<file path="config.mk">
export PLATFORM = sky130hd
export DESIGN_NAME = dma_chan
export DESIGN_NICKNAME = d
export VERILOG_FILES = /design/src/rtl/dma_pkg.sv /design/src/rtl/dma_step.sv /design/src/rtl/dma_regs.sv /design/src/rtl/dma_fsm.sv /design/src/rtl/dma_chan.sv
export SDC_FILE = /design/constraint.sdc
export NUM_CORES = 1
export LEC_CHECK = 0
export BUFFER_PORTS_ARGS = -buffer_cell sky130_fd_sc_hd__buf_2
export CAP_MARGIN = 40
export CORE_UTILIZATION = 54
export DETAILED_ROUTE_END_ITERATION = 6
export PLACE_DENSITY = 0.88
export SLEW_MARGIN = 10
export SYNTH_ARGS = -nofsm -noshare
export SYNTH_HDL_FRONTEND = slang
export SYNTH_SLANG_ARGS = --single-unit
</file>
<file path="constraint.sdc">
create_clock -name clk -period 3.7 [get_ports clk]
set_input_delay 0.185 -clock clk [delete_from_list [all_inputs] [get_ports clk]]
set_output_delay 0.185 -clock clk [all_outputs]
set_load 0.02 [all_outputs]
</file>
<file path="src/rtl/dma_pkg.sv">
package dma_pkg;

  typedef enum logic [1:0] {AM_FIXED = 2'd0, AM_INC = 2'd1, AM_DEC = 2'd2, AM_HOLD = 2'd3} amode_t;
  typedef enum logic [1:0] {SZ_BYTE = 2'd0, SZ_WORD = 2'd1, SZ_LONG = 2'd2, SZ_QUAD = 2'd3} usize_t;
  typedef enum logic [2:0] {ST_IDLE, ST_REQ, ST_RD, ST_WR, ST_REL} st_t;

  localparam int CB_GO    = 0;
  localparam int CB_DONE  = 1;
  localparam int CB_ERR   = 2;
  localparam int CB_IE    = 3;
  localparam int CB_SM    = 4;
  localparam int CB_DM    = 6;
  localparam int CB_SZ    = 8;
  localparam int CB_BURST = 10;

  typedef struct packed {
    logic   burst;
    usize_t sz;
    amode_t dm;
    amode_t sm;
    logic   ie;
  } cfg_t;

endpackage

</file>
<file path="src/rtl/dma_step.sv">
module dma_step
  import dma_pkg::*;
#(
  parameter int AW = 32
) (
  input  logic [AW-1:0] addr,
  input  amode_t        mode,
  input  usize_t        sz,
  output logic [AW-1:0] nxt
);
  logic [AW-1:0] stp;

  always_comb begin
    stp = AW'(1) << sz;
    if (sz == SZ_QUAD) begin
      nxt = addr + AW'(16);
    end else begin
      case (mode)
        AM_INC:  nxt = addr + stp;
        AM_DEC:  nxt = addr - stp;
        default: nxt = addr;
      endcase
    end
  end
endmodule

</file>
<file path="src/rtl/dma_regs.sv">
module dma_regs
  import dma_pkg::*;
#(
  parameter int AW = 32,
  parameter int CW = 16
) (
  input  logic          clk,
  input  logic          rst,
  input  logic [1:0]    reg_sel,
  input  logic          reg_we,
  input  logic [31:0]   reg_wdata,
  output logic [31:0]   reg_rdata,
  input  logic          upd,
  input  logic [AW-1:0] src_nxt,
  input  logic [AW-1:0] dst_nxt,
  input  logic          fin,
  input  logic          fault,
  output logic [AW-1:0] src,
  output logic [AW-1:0] dst,
  output logic [CW-1:0] cnt,
  output logic          go,
  output logic          done,
  output logic          err,
  output cfg_t          cfg,
  output logic          irq
);
  logic [31:0] ctrl_rd;

  assign ctrl_rd = {21'b0, cfg.burst, cfg.sz, cfg.dm, cfg.sm, cfg.ie, err, done, go};

  always_ff @(posedge clk) begin
    if (rst) begin
      src       <= '0;
      dst       <= '0;
      cnt       <= '0;
      go        <= 1'b0;
      done      <= 1'b0;
      err       <= 1'b0;
      cfg       <= '0;
      irq       <= 1'b0;
      reg_rdata <= '0;
    end else begin
      if (upd) begin
        src <= src_nxt;
        dst <= dst_nxt;
        cnt <= cnt - 1'b1;
      end
      if (fin) begin
        done <= 1'b1;
        go   <= 1'b0;
      end
      if (fault) begin
        err <= 1'b1;
        go  <= 1'b0;
      end
      if (reg_we && !go) begin
        case (reg_sel)
          2'd0: src <= reg_wdata[AW-1:0];
          2'd1: dst <= reg_wdata[AW-1:0];
          2'd2: cnt <= reg_wdata[CW-1:0];
          default: begin
            cfg.ie    <= reg_wdata[CB_IE];
            cfg.sm    <= amode_t'(reg_wdata[CB_SM +: 2]);
            cfg.dm    <= amode_t'(reg_wdata[CB_DM +: 2]);
            cfg.sz    <= usize_t'(reg_wdata[CB_SZ +: 2]);
            cfg.burst <= reg_wdata[CB_BURST];
            if (reg_wdata[CB_DONE]) done <= 1'b0;
            if (reg_wdata[CB_ERR])  err  <= 1'b0;
            go <= reg_wdata[CB_GO] & ~done & ~err;
          end
        endcase
      end
      irq <= done & cfg.ie;
      case (reg_sel)
        2'd0:    reg_rdata <= 32'(src);
        2'd1:    reg_rdata <= 32'(dst);
        2'd2:    reg_rdata <= 32'(cnt);
        default: reg_rdata <= ctrl_rd;
      endcase
    end
  end
endmodule

</file>
<file path="src/rtl/dma_fsm.sv">
module dma_fsm
  import dma_pkg::*;
#(
  parameter int AW = 32,
  parameter int CW = 16
) (
  input  logic          clk,
  input  logic          rst,
  input  logic          go,
  input  logic [CW-1:0] cnt,
  input  logic [AW-1:0] src,
  input  logic [AW-1:0] dst,
  input  usize_t        sz,
  input  logic          burst,
  input  logic          m_gnt,
  input  logic          m_ack,
  input  logic [31:0]   m_rdata,
  output logic          m_req,
  output logic          m_stb,
  output logic          m_we,
  output logic [AW-1:0] m_addr,
  output logic [1:0]    m_size,
  output logic [31:0]   m_wdata,
  output logic          upd,
  output logic          fin,
  output logic          fault
);
  st_t           st;
  logic [1:0]    beat;
  logic [31:0]   dbuf;
  logic          last_beat;
  logic          misalign;
  logic          last_unit;
  logic [AW-1:0] off;

  assign last_beat = (sz != SZ_QUAD) || (beat == 2'd3);
  assign last_unit = (cnt == CW'(1));
  assign off       = (sz == SZ_QUAD) ? AW'({beat, 2'b00}) : '0;

  always_comb begin
    case (sz)
      SZ_WORD: misalign = src[0] | dst[0];
      SZ_LONG: misalign = (|src[1:0]) | (|dst[1:0]);
      SZ_QUAD: misalign = (|src[3:0]) | (|dst[3:0]);
      default: misalign = 1'b0;
    endcase
  end

  assign fault = (st == ST_IDLE) && go && misalign;
  assign upd   = (st == ST_WR) && m_ack && last_beat;
  assign fin   = ((st == ST_IDLE) && go && !misalign && (cnt == '0)) || (upd && last_unit);

  assign m_req   = (st == ST_REQ) || (st == ST_RD) || (st == ST_WR);
  assign m_stb   = (st == ST_RD) || (st == ST_WR);
  assign m_we    = (st == ST_WR);
  assign m_addr  = ((st == ST_WR) ? dst : src) + off;
  assign m_size  = sz;
  assign m_wdata = dbuf;

  always_ff @(posedge clk) begin
    if (rst) begin
      st   <= ST_IDLE;
      beat <= '0;
      dbuf <= '0;
    end else begin
      case (st)
        ST_IDLE: begin
          beat <= '0;
          if (go && !misalign && (cnt != '0)) st <= ST_REQ;
        end
        ST_REQ: if (m_gnt) st <= ST_RD;
        ST_RD: if (m_ack) begin
          dbuf <= m_rdata;
          st   <= ST_WR;
        end
        ST_WR: if (m_ack) begin
          if (!last_beat) begin
            beat <= beat + 2'd1;
            st   <= ST_RD;
          end else begin
            beat <= '0;
            if (last_unit)  st <= ST_IDLE;
            else if (burst) st <= ST_RD;
            else            st <= ST_REL;
          end
        end
        ST_REL:  st <= ST_REQ;
        default: st <= ST_IDLE;
      endcase
    end
  end
endmodule

</file>
<file path="src/rtl/dma_chan.sv">
module dma_chan
  import dma_pkg::*;
#(
  parameter int AW = 32,
  parameter int CW = 16
) (
  input  logic          clk,
  input  logic          rst,
  input  logic [1:0]    reg_sel,
  input  logic          reg_we,
  input  logic [31:0]   reg_wdata,
  output logic [31:0]   reg_rdata,
  output logic          irq,
  output logic          m_req,
  input  logic          m_gnt,
  output logic          m_stb,
  output logic          m_we,
  output logic [AW-1:0] m_addr,
  output logic [1:0]    m_size,
  output logic [31:0]   m_wdata,
  input  logic [31:0]   m_rdata,
  input  logic          m_ack
);
  localparam int NSIDE = 2;

  logic [AW-1:0] src, dst;
  logic [CW-1:0] cnt;
  logic          go, done, err, upd, fin, fault;
  cfg_t          cfg;
  logic [AW-1:0] cur [NSIDE];
  logic [AW-1:0] nxt [NSIDE];
  amode_t        md  [NSIDE];

  assign cur[0] = src;
  assign cur[1] = dst;
  assign md[0]  = cfg.sm;
  assign md[1]  = cfg.dm;

  for (genvar i = 0; i < NSIDE; i++) begin : g_step
    dma_step #(.AW(AW)) u_step (
      .addr (cur[i]),
      .mode (md[i]),
      .sz   (cfg.sz),
      .nxt  (nxt[i])
    );
  end

  dma_regs #(.AW(AW), .CW(CW)) u_regs (
    .clk, .rst, .reg_sel, .reg_we, .reg_wdata, .reg_rdata,
    .upd, .src_nxt(nxt[0]), .dst_nxt(nxt[1]), .fin, .fault,
    .src, .dst, .cnt, .go, .done, .err, .cfg, .irq
  );

  dma_fsm #(.AW(AW), .CW(CW)) u_fsm (
    .clk, .rst, .go, .cnt, .src, .dst, .sz(cfg.sz), .burst(cfg.burst),
    .m_gnt, .m_ack, .m_rdata, .m_req, .m_stb, .m_we, .m_addr, .m_size,
    .m_wdata, .upd, .fin, .fault
  );
endmodule

</file>
==> flow_summary.toml, run 1 <==
[outcome]
outcome = "finished, violations left"
violations = "DRC"

[logic_synthesis]
yosysSeqAreaShare_pct = 24.5
yosys.cell_types.count = 76
netlist_area_mm2 = 0.0132
synth_compound_area_share_pct = 25.7
synthArstFlopShare_pct = 0
yosysWarningCount = 0
synth_fa_ha_area_share_pct = 7.20
synth_xor_area_share_pct = 6.32
avgSynthCellArea_um2 = 7.24
synthCells = 1821
synthFlopType = "dfxtp_1"
ys_ff_latch = 161
synth-edff-count = 0
syn_nets = 1966
synth_top_family_by_area = "compound AO/OA/AOI/OAI gates"
muxShareOfSynthArea_pct = 6.41
synth-simple-area-share_pct = 24.7

[clocking]
clk_latency_ns = 0.44
cts_made_buffers = 17
cts_root_buffer = "clkbuf_16"
clk_pin_slew_ns = 0.08
tritoncts = "built"
cts.sinks = 161
cts_buffer_depth = 2
htree_levels = 4

[floorplan]
dieArea_mm2 = 0.0250
fp.dieH_um = 158
coreArea_mm2 = 0.0237
initial_core_util_pct = 55.6
io_pins = 173
rows = 56
die_x_um = 158

[place]
port_buffers = 172
place_hpwl_um = 33800
dpl_cell_area_mm2 = 0.0143
gp_congestion = 0.989

[critical_path]
crit_required_ns = 3.51
cp-startpoint = "u_fsm.st[0]$_SDFFE_PP0P_"
cp_max_fo = 24
worstSetupEndpointType = "output pin"
crit_type = "reg -> out"
critPathLaunchType = "flop"
r2r-start = "u_regs.cfg[3]$_SDFFE_PP0P_"
worstPathArrival_ns = 3.42
r2r_slack_ns = 0.10

[drt]
drt_wl_total_um = 46000
route.detailed.drc = 4
drtPass1Iterations = 7
via_per_inst = 6.46
drtIter0Drc = 2103
vias = 14800
ant_nets = 0
post_drt_wl_per_cell_um = 20.0

[sta]
hold_violations = 0
setup_viol = 0
period_share_pct = 97.4
finalMaxSlewViolations = 0
rsz0062_at_grt = "true"
max_freq_ghz = 0.277
fin_skew_ns = 0.0182
relSlewSlack_pct = 40.6
worstMarginPinSlew_ns = 0.891
period_needed_ns = 3.61
setup_tns_ns = 0

[final_layout]
areaGrowthSynthToFinish_pct = 15.8
n_fill_cell = 2044
fin_nets = 2107
mostFrequentLayoutCell = "nand2_1"
final_cell_mix = "245 x nand2_1, 205 x nor2_1, 200 x a21oi_1"
insertedDiodeCount = 0
multi_input_area_mm2 = 0.00930
register_area_mm2 = 0.00323
postLayoutCellArea_mm2 = 0.0153
drive_above_1_share_pct = 14.9

[grt]
grtUsageTotal_pct = 35.9
gr-total-overflow = 0
antenna_found_initial = 0
grt_max_degree = 75
grt_pass1_wl_um = 70500
grt_pass1_vias = 13500

[pwr]
clkPwrFrac_pct = 40.5
vdd_ir_drop_max_mv = 0.306
p_leak_nw = 6.61
switching_share_pct = 32.2
pwr-share-seq_pct = 43.0
power_switching_mw = 1.40
p_int_mw = 2.96
powerDensity_mw_per_mm2 = 286
comb_power_share_pct = 16.5

[flow_run]
maxCapViolations = 0

[hold_path]
hold_path.class = "in -> reg"
hold_start = "reg_wdata[26]"
==> stage by stage <==
stage / cells / total power [mW] / hold WS (ns) / utilization [%] / setup WS [ns]
floorplan: 1821 / 2.33 / 0.281 / - / 0.00143
global placement: 2226 / 2.56 / 0.425 / 60.2 / 0.173
detailed placement: 2227 / 2.57 / 0.434 / 60.4 / 0.152
CTS: 2291 / 4.34 / 0.000324 / 64.2 / -0.0200
global route: 2294 / 4.49 / 0.0373 / 64.4 / -0.0303
finish: 2294 / 4.37 / 0.0272 / 64.4 / 0.0948
==> logic make-up after synthesis <==
logic type	after synthesis
fa+ha+maj	74
buf+inv	170
simple gates	710
compound gates	541
flops	161
mux	70
xor+xnor	95
==> layout make-up <==
type	count	share of cell area, %
inverter	35	0.878
clock inverter	15	1.07
sequential	161	21.2
tap	319	2.62
multi-input combinational	1490	60.9
clock buffer	17	2.79
timing repair buffer	257	10.5
==> per-layer routing <==
layer / up-vias / routed length (um) / global-route usage, %
met3: 186 / 5460 / 7.39
met1: 6802 / 17600 / 46.6
li1: 6878 / - / -
met5: - / 0 / 0
met4: 0 / 2290 / 18.9
met2: 950 / 20600 / 55.7
==> Yosys cell counts, types with 6 or more instances <==
| cell type | number | share of area, % |
|---|---|---|
| o31ai_1 | 6 | 0.34 |
| or3_1 | 13 | 0.62 |
| and2_1 | 8 | 0.38 |
| xor2_1 | 42 | 2.8 |
| buf_2 | 19 | 0.72 |
| nand2_1 | 245 | 7.0 |
| inv_1 | 34 | 0.97 |
| clkbuf_1 | 99 | 2.8 |
| nand4_1 | 21 | 1.0 |
| nor2_1 | 207 | 5.9 |
| dfxtp_1 | 161 | 24 |
| o22ai_1 | 8 | 0.38 |
| and3_1 | 25 | 1.2 |
| a221oi_1 | 10 | 0.66 |
| o221ai_1 | 11 | 0.73 |
| buf_1 | 12 | 0.34 |
| nor2b_1 | 24 | 1.1 |
| a311oi_1 | 11 | 0.73 |
| nor3_1 | 46 | 1.7 |
| mux2i_1 | 56 | 4.3 |
| a31oi_1 | 21 | 1.0 |
| a21o_1 | 40 | 2.3 |
| ha_1 | 71 | 6.7 |
| o21a_1 | 9 | 0.51 |
| xnor2_1 | 53 | 3.5 |
| nand2b_1 | 11 | 0.52 |
| a21oi_1 | 201 | 7.6 |
| mux4_2 | 11 | 1.9 |
| o21ai_0 | 103 | 3.9 |
| o211ai_1 | 19 | 1.1 |
| a211oi_1 | 44 | 2.5 |
| nand3_1 | 60 | 2.3 |
| nor4_1 | 19 | 0.90 |
| o2111ai_1 | 7 | 0.47 |
==> sequential cells by signal (all words and copies together), names as in the netlist <==
name,cells
u_fsm.m_wdata,32
u_regs.dst,32
u_regs.reg_rdata,32
u_regs.src,32
u_regs.cnt,16
u_regs.cfg,8
u_fsm.st,3
u_fsm.beat,2
u_regs.done,1
u_regs.err,1
u_regs.go,1
u_regs.irq,1
==> what timing repair did <==
item | 4_1_cts | 5_1_grt
setup buffers | 1 | 2
resized for setup | 3 | 10
setup endpoints to repair | 9 | 12
hold buffers | 31 | 1
pin swaps | 1 | 5
endpoints found under the hold margin | 31 | 1
==> power by group through the flow <==
stage / clock network [mW] / logic [mW] / registers (mW)
final: 1.77 / 0.719 / 1.88
after floorplan: 0 / 0.463 / 1.87
after CTS: 1.78 / 0.693 / 1.87
after detailed placement: 0 / 0.661 / 1.91
after global routing: 1.84 / 0.770 / 1.88
after global placement: 0 / 0.649 / 1.91
==> final timing paths <==
path	to	cells past startpoint
setup / recovery	m_addr[29]	12
hold reg to reg	u_fsm.m_wdata[10]$_SDFFE_PP0P_	2
hold / removal	u_regs.src[26]$_SDFF_PP0_	3
setup reg to reg	u_regs.dst[22]$_SDFF_PP0_	13
==> worst max-delay path, stage by stage (launching register included) <==
cell and delay, ns:
dfxtp_4 0.42, nand3b_4 0.14, inv_4 0.16, buf_6 0.25, mux2i_1 0.23, nor4_4 0.42
nand4bb_1 0.22, or2_1 0.37, nor2_2 0.16, nand2_1 0.08, xor2_1 0.16, mux2i_1 0.17
buf_2 0.19
Power figures use the tool's default switching activity.
==> run 2, diff against run 1 <==
--- a/config.mk
+++ b/config.mk
@@ -10,6 +10,7 @@
 export CORE_UTILIZATION = 54
 export DETAILED_ROUTE_END_ITERATION = 6
 export PLACE_DENSITY = 0.88
+export SETUP_SLACK_MARGIN = 0.1
 export SLEW_MARGIN = 10
 export SYNTH_ARGS = -nofsm -noshare
 export SYNTH_HDL_FRONTEND = slang
==> flow_summary.toml, run 2 (synthesized netlist as in run 1, its figures left out) <==
[outcome]
outcome = "finished, violations left"
violations = "hold timing"

[clocking]
tritoncts = "built"
htree_levels = 4
clk_pin_slew_ns = 0.07
clk_latency_ns = 0.44
cts_root_buffer = "clkbuf_16"
cts_buffer_depth = 2
cts.sinks = 161
cts_made_buffers = 17

[drt]
ant_nets = 0
drtIter0Drc = 1990
vias = 15000
drtPass1Iterations = 7
via_per_inst = 6.57
drt_wl_total_um = 45900
post_drt_wl_per_cell_um = 20.1
route.detailed.drc = 0

[critical_path]
cp_cell_sequence = "buf_4 -> nand2_1 -> o21ai_0 -> ha_1 -> a21o_1 -> a311o_1 -> a31oi_2 -> a21oi_1 -> o211a_1 -> o211a_1 -> or4_1 -> a32oi_1 -> a211oi_1"
crit_required_ns = 3.98
worstPathArrival_ns = 3.79
crit_type = "reg -> reg"
slowest_stage = "dfxtp_1"
worstSetupEndpointType = "flop"
cp_max_fo = 8
critPathMaxStageDelay_ns = 0.46
critPathLaunchType = "flop"
cp_common_cell = "o211a_1"

[hold_path]
hold_path.class = "in -> reg"

[final_layout]
multi_input_area_mm2 = 0.00935
mostFrequentLayoutCell = "nand2_1"
areaGrowthSynthToFinish_pct = 15.9
final_cell_mix = "245 x nand2_1, 205 x nor2_1, 197 x a21oi_1"
register_area_mm2 = 0.00323
n_fill_cell = 2012
fin_nets = 2099
drive_above_1_share_pct = 15.3
insertedDiodeCount = 0

[grt]
grt_pass1_vias = 13500
antenna_found_initial = 0
grtUsageTotal_pct = 36.1
gr-total-overflow = 0
use_met2_pct = 56.3
busiest_layer = "met2"
grt.met3_usage_pct = 7.58
grt_max_degree = 71
met1_usage_pct = 46.1
grt_pass1_wl_um = 70400

[sta]
setup_tns_ns = 0
hold_violations = 1
finalMaxSlewViolations = 0
rsz0062_at_grt = "false"
period_share_pct = 94.7
fin_skew_ns = 0.0110
relSlewSlack_pct = 44.3
period_needed_ns = 3.50
holdWs_ns = -0.00102
max_freq_ghz = 0.285
worstMarginPinSlew_ns = 0.835
setup_viol = 0

[pwr]
total_power_mw = 4.43
p_leak_nw = 6.57
powerDensity_mw_per_mm2 = 290
vdd_ir_drop_max_mv = 0.284

[floorplan]
initial_core_util_pct = 55.6
dieArea_mm2 = 0.0250
rows = 56
io_pins = 173
coreArea_mm2 = 0.0237
die_x_um = 158
fp.dieH_um = 158

[place]
gp_congestion = 0.970
port_buffers = 172
place_hpwl_um = 33100

[flow_run]
maxCapViolations = 0
[run 2: changes by cell type in the layout (fill, tap and decap cells not counted), sizes merged]
cell         change
buf              -4
dlygate4sd3      -4
bufinv           +2
inv              -2
clkbuf           +1
clkinv           -1
[run 2: report_power, final]
part           switching, mW  internal, mW
combinational          0.442         0.273
sequential            0.0988          1.78
clock                  0.815          1.02
[run 2: layout make-up]
class	count	area share, %
Tap cell	319	2.61
Clock inverter	14	1.14
Clock buffer	18	2.81
Sequential cell	161	21.1
Timing Repair Buffer	249	10.2
Inverter	35	0.877
Multi-Input combinational cell	1490	61.2
[run 2: final timing paths]
path                                                     start                        endpoint  slack [ns]  depth (start not counted)
worst max-delay path                u_regs.cfg[6]$_SDFFE_PP0P_       u_regs.dst[22]$_SDFF_PP0_        0.20                         13
worst min register to register  u_fsm.m_wdata[23]$_SDFFE_PP0P_  u_fsm.m_wdata[23]$_SDFFE_PP0P_        0.45                          2
worst min-delay path                               m_rdata[11]  u_fsm.m_wdata[11]$_SDFFE_PP0P_      -0.001                          3
worst max register to register      u_regs.cfg[6]$_SDFFE_PP0P_       u_regs.dst[22]$_SDFF_PP0_        0.20                         13
[run 2: metal layers]
metal	up-vias	routed length, um
met5	-	0
met4	0	2510
met3	224	5430
met2	986	20800
met1	6944	17200
li1	6869	-
[run 2: timing repair]
item / CTS / global route
endpoints found under the setup margin: 7 / 17
pin swaps: 3 / 6
endpoints found under the hold margin: 28 / 0
setup buffers: 2 / 2
hold buffers: 28 / 0
resized for setup: 4 / 17
[run 2: metrics by stage]
step / area, um2 / worst slack [ns] / util, % / instances
after floorplan: 13200 / 0.0575 / - / 1821
after global placement: 14300 / 0.131 / 60.2 / 2221
after detailed placement: 14300 / 0.0956 / 60.3 / 2222
after CTS: 15200 / 0.102 / 64.2 / 2284
after global routing: 15300 / 0.0974 / 64.5 / 2286
final: 15300 / 0.196 / 64.5 / 2286
[run 2: worst max-delay path, delay by kind of cell (launching register included)]
family	cells	cell delay, ns
adders and majority gates	1	0.30
AOI/OAI and AO/OA	9	1.83
and+or+nand+nor	2	0.54
buffers and inverters	1	0.22
DFF	1	0.46
